==> src/rtl/tmr_irq_flags.sv <==
module tmr_irq_flags #(
  parameter int VEC_W = 3
) (
  input  logic             clk,
  input  logic             rst,
  input  logic             pwm_mode,
  input  logic             ev_t1_wrap,
  input  logic             ev_t1_turn,
  input  logic             ev_cmp_a,
  input  logic             ev_cmp_b,
  input  logic             ev_capture,
  input  logic             ev_t0_wrap,
  input  logic             ev_t0_cmp,
  input  logic             flag_wr,
  input  logic             en_wr,
  input  logic [7:0]       wr_data,
  input  logic             gie,
  input  logic [5:0]       vec_ack,
  output logic [7:0]       flags,
  output logic [7:0]       enables,
  output logic [7:0]       irq_req,
  output logic             irq_pending,
  output logic [VEC_W-1:0] irq_vec
);
  localparam logic [7:0] LIVE = 8'b1110_1011;
  localparam int NSRC = 6;

  logic [7:0] flg_q, msk_q;
  logic       t1_ovf_ev;
  logic [7:0] set_l, ack_l, wclr;
  logic [NSRC-1:0] req_v;

  assign t1_ovf_ev = pwm_mode ? ev_t1_turn : ev_t1_wrap;
  assign set_l = {t1_ovf_ev, ev_cmp_a, ev_cmp_b, 1'b0, ev_capture, 1'b0, ev_t0_wrap, ev_t0_cmp};
  assign ack_l = {vec_ack[3], vec_ack[1], vec_ack[2], 1'b0, vec_ack[0], 1'b0, vec_ack[5], vec_ack[4]};
  assign wclr  = flag_wr ? wr_data : 8'h00;

  always_ff @(posedge clk) begin
    if (rst) begin
      flg_q <= 8'h00;
      msk_q <= 8'h00;
    end else begin
      flg_q <= LIVE & (set_l | (flg_q & ~wclr & ~ack_l));
      if (en_wr) msk_q <= LIVE & wr_data;
    end
  end

  assign flags   = flg_q;
  assign enables = msk_q;
  assign irq_req = {8{gie}} & msk_q & flg_q;
  assign req_v   = {irq_req[1], irq_req[0], irq_req[7], irq_req[5], irq_req[6], irq_req[3]};
  assign irq_pending = |req_v;

  always_comb begin
    irq_vec = '0;
    for (int i = NSRC - 1; i >= 0; i--)
      if (req_v[i]) irq_vec = VEC_W'(i);
  end
endmodule


==> config.mk <==
export PLATFORM = sky130hd
export DESIGN_NAME = tmr_irq_flags
export DESIGN_NICKNAME = d
export VERILOG_FILES = /design/src/rtl/tmr_irq_flags.sv
export SDC_FILE = /design/constraint.sdc
export NUM_CORES = 1
export LEC_CHECK = 0
export ABC_CLOCK_PERIOD_IN_PS = 900
export BUFFER_PORTS_ARGS = -buffer_cell sky130_fd_sc_hd__buf_4
export CORE_MARGIN = 8
export CORE_UTILIZATION = 32
export DETAILED_ROUTE_END_ITERATION = 10
export GPL_ROUTABILITY_DRIVEN = 0
export HOLD_SLACK_MARGIN = 0.1
export PLACE_DENSITY = 0.79
export SLEW_MARGIN = 20
export SYNTH_ARGS = -nofsm -noshare
export SYNTH_HDL_FRONTEND = slang
export SYNTH_SLANG_ARGS = --single-unit
export TNS_END_PERCENT = 30
==> constraint.sdc <==
create_clock -name clk -period 0.9 [get_ports clk]
set_input_delay 0.225 -clock clk [delete_from_list [all_inputs] [get_ports clk]]
set_output_delay 0.225 -clock clk [all_outputs]
set_load 0.01 [all_outputs]
==> flow_summary.yaml <==
outcome:
  status: "complete, but fails checks"
  violations: "setup timing"
synthesis:
  syn_inst: 79
  netlist_area_um2: 619.3
  synth_top_area_share_pct: 38.79
  synth.area.top_cells: "dfxtp_1, mux2i_1, nor2_1"
  ys_seq_area_share_pct: 38.79
  ys_types: 23
  yosysTopAreaCell: "dfxtp_1"
  yosys_warnings: 0
  post_synth.cell_area_avg_um2: 7.840
  ys_seq_elements: 12
critical_path:
  cp_num_buf_inv: 1
  critPathRequiredTime_ns: 0.67
  startpoint_type: "register"
  rr_worst_depth: 4
  startpoint: "flags[3]$_SDFF_PP0_"
  slowest_delay_ns: 0.38
  endpoint_kind: "output port"
  rrSetupSlack_ns: 0.03
  crit_end: "irq_pending"
  cp_max_fo: 4
  worstPathArrival_ns: 1.22
  critPathTopFamily: "flip-flops"
  cp.depth: 4
  worstReg2RegStart: "enables[0]$_SDFFE_PP0P_"
  crit_path_cell_trace: "nand2_4 -> a41oi_2 -> o21bai_4 -> buf_6"
  crit_path_top_delay_cell: "dfxtp_2"
  critical_path_class: "reg -> out"
  r2r_end: "enables[0]$_SDFFE_PP0P_"
placed_design:
  port_buffers: 46
  placed_area_um2: 1137
  place.detailed.hpwl_mm: 1.925
layout:
  syn_to_final_growth_pct: 126.1
  fin_area_um2: 1400
  num-fill-cells: 135
  diodes: 0
  nNetsFinal: 177
  drive_gt1_share_pct: 67.79
  final_util_pct: 73.62
timing:
  clock.fmax_mhz: 693.0
  finalWorstPathRequiredPeriod_ns: 1.443
  final_hold_viol_count: 0
  grt_setup_unrepaired: "true"
  setup_viol: 22
  final-max-slew-violation-count: 0
  post-route-period-util_pct: 160.3
  final.setup.worst_slack_ns: -0.5430
  skew_ns: 0
die:
  die_width_um: 60.00
  rows: 16
  io_pins: 55
  die_area_um2: 3599
  initial_core_util_pct: 32.57
  core_area_um2: 1902
  die_y_um: 60.00
route:
  num_vias: 821
  drt-wirelength-per-cell_um: 16.20
  drc_errors: 0
  firstDrtPassIters: 4
  drtIter0Drc: 17
  totalWireLength_mm: 2.851
  ant_nets: 0
  post_drt_via_cell_ratio: 4.665
clocking:
  root_buffer: "clkbuf_4"
  cts_made_buffers: 3
  cts.clk_slew.worst_paths_ns: 0.08
  numClockSinks: 12
  htree_levels: 1
  clk_path_buf_depth: 2
  clkLatencyLatePin_ns: 0.27
  holdBufCountCts: 0
  cts_tree: "built"
pwr:
  leakagePower_nw: 0.7309
  power.density_nw_per_um2: 1021
  worst_ir_drop_vdd_v: 0.0008831
grt:
  grt-busiest-layer: "met2"
  gr-total-overflow: 0
  grt_max_degree: 13
  grt_pass1_vias: 812
  use_met3_pct: 3.011
  use_met2_pct: 28.62
  antenna_found_initial: 0
  grtUsageTotal_pct: 14.02
  use_met1_pct: 12.87
  grt_first_pass_wirelength_mm: 3.767
job:
  maxCapViolCount: 0
min_path:
  hold_class: "in -> reg"
## metal layers
metal,vias to the layer above,routed length (um)
met5,-,0
met4,0,27
met3,2,173
met2,30,1689
met1,392,961
li1,397,-
## state kept, by name, summed over array words and instances, names as in the netlist
name / count
flags: 6
enables: 6
## where the power goes
part	leakage, nW	switching [W]	internal (W)
registers	0.105	0.0000406	0.000563
logic	0.610	0.000201	0.000289
clock network	0.0154	0.000177	0.000160
## worst min-delay path: stages
cell     delay, ns
buf_4         0.08
a31oi_1       0.03
nor2_1        0.07
## repair_timing
action                                  in CTS  in global routing
gates resized for setup                     38                 17
endpoints found under the setup margin      22                 22
pin swaps                                    5                  4
setup buffers                                0                  5
gates cloned                                 0                  0
## layout by cell type, fill, tap and decap left out, drive strengths merged
cell | netlist | final
buf | 7 | 69
nor2 | 16 | 16
nand2 | 12 | 12
dfxtp | 12 | 12
mux2i | 7 | 7
conb | 1 | 6
inv | 6 | 6
a31oi | 5 | 5
clkbuf | 1 | 3
a211oi | 1 | 1
and3 | 1 | 1
a32oi | 1 | 1
nand3 | 1 | 1
nand4 | 1 | 1
o21ai | 1 | 1
a22oi | 1 | 1
a41oi | 1 | 1
o21bai | 1 | 1
nor3 | 1 | 1
nand3b | 1 | 1
a21oi | 1 | 1
clkinv | 0 | 1
## cell type report
cell class	instances	area, um2	share of cell area, %
Tap cell	27	33.78	2.413
Clock inverter	1	3.754	0.2681
Timing Repair Buffer	69	638.1	45.58
Sequential cell	12	270.3	19.30
Multi-Input combinational cell	58	409.1	29.22
Inverter	6	22.52	1.609
Clock buffer	3	22.52	1.609
## through the flow
step                      hold WS [ns]  instances   power, W  worst slack [ns]  setup TNS (ns)
after global placement          0.4275        167  0.0009770           -0.2094          -1.260
after detailed placement        0.4441        167  0.0009892           -0.2373          -1.498
after global routing            0.1671        176   0.001503           -0.6190          -7.328
after CTS                       0.1681        171   0.001386           -0.5148          -5.681
after floorplan                 0.2867         84  0.0007631           -0.1209         -0.4195
final                           0.1654        176   0.001429           -0.5430          -6.482
## worst min path at each step
stage                     startpoint                   to  slack [ns]  cells after the start
after global routing       ev_t0_cmp  flags[0]$_SDFF_PP0_        0.17                      3
final                       ev_cmp_b  flags[5]$_SDFF_PP0_        0.17                      3
after floorplan                  rst  flags[7]$_SDFF_PP0_        0.29                      1
after detailed placement   ev_t0_cmp  flags[0]$_SDFF_PP0_        0.44                      3
after global placement      ev_cmp_b  flags[5]$_SDFF_PP0_        0.43                      3
after CTS                  ev_t0_cmp  flags[0]$_SDFF_PP0_        0.17                      3
## synthesized netlist by cell type
library cell  instances
a211oi_1              1
a31oi_1               5
a32oi_1               1
dfxtp_1              12
a41oi_2               1
o21ai_0               1
inv_1                 5
nand3_1               1
nand4_1               1
o21bai_1              1
mux2i_1               7
inv_2                 1
buf_4                 7
clkbuf_1              1
nand2_2               1
nor2_1               16
a22oi_1               1
nand2_1              11
conb_1                1
nor3_1                1
a21oi_1               1
and3_1                1
nand3b_1              1
## kinds of logic (layout without fill, tap and decap cells)
| group | count (synthesis) | after routing | share of synthesized area, % |
|---|---|---|---|
| AO/OA/AOI/OAI | 12 | 12 | 14.34 |
| buffers and inverters | 14 | 79 | 12.73 |
| flip-flops | 12 | 12 | 38.79 |
| multiplexers | 7 | 7 | 11.31 |
| other | 1 | 6 | 0.6055 |
| AND/OR/NAND/NOR | 33 | 33 | 22.22 |
Note: power is estimated with default switching activity, not from simulation.
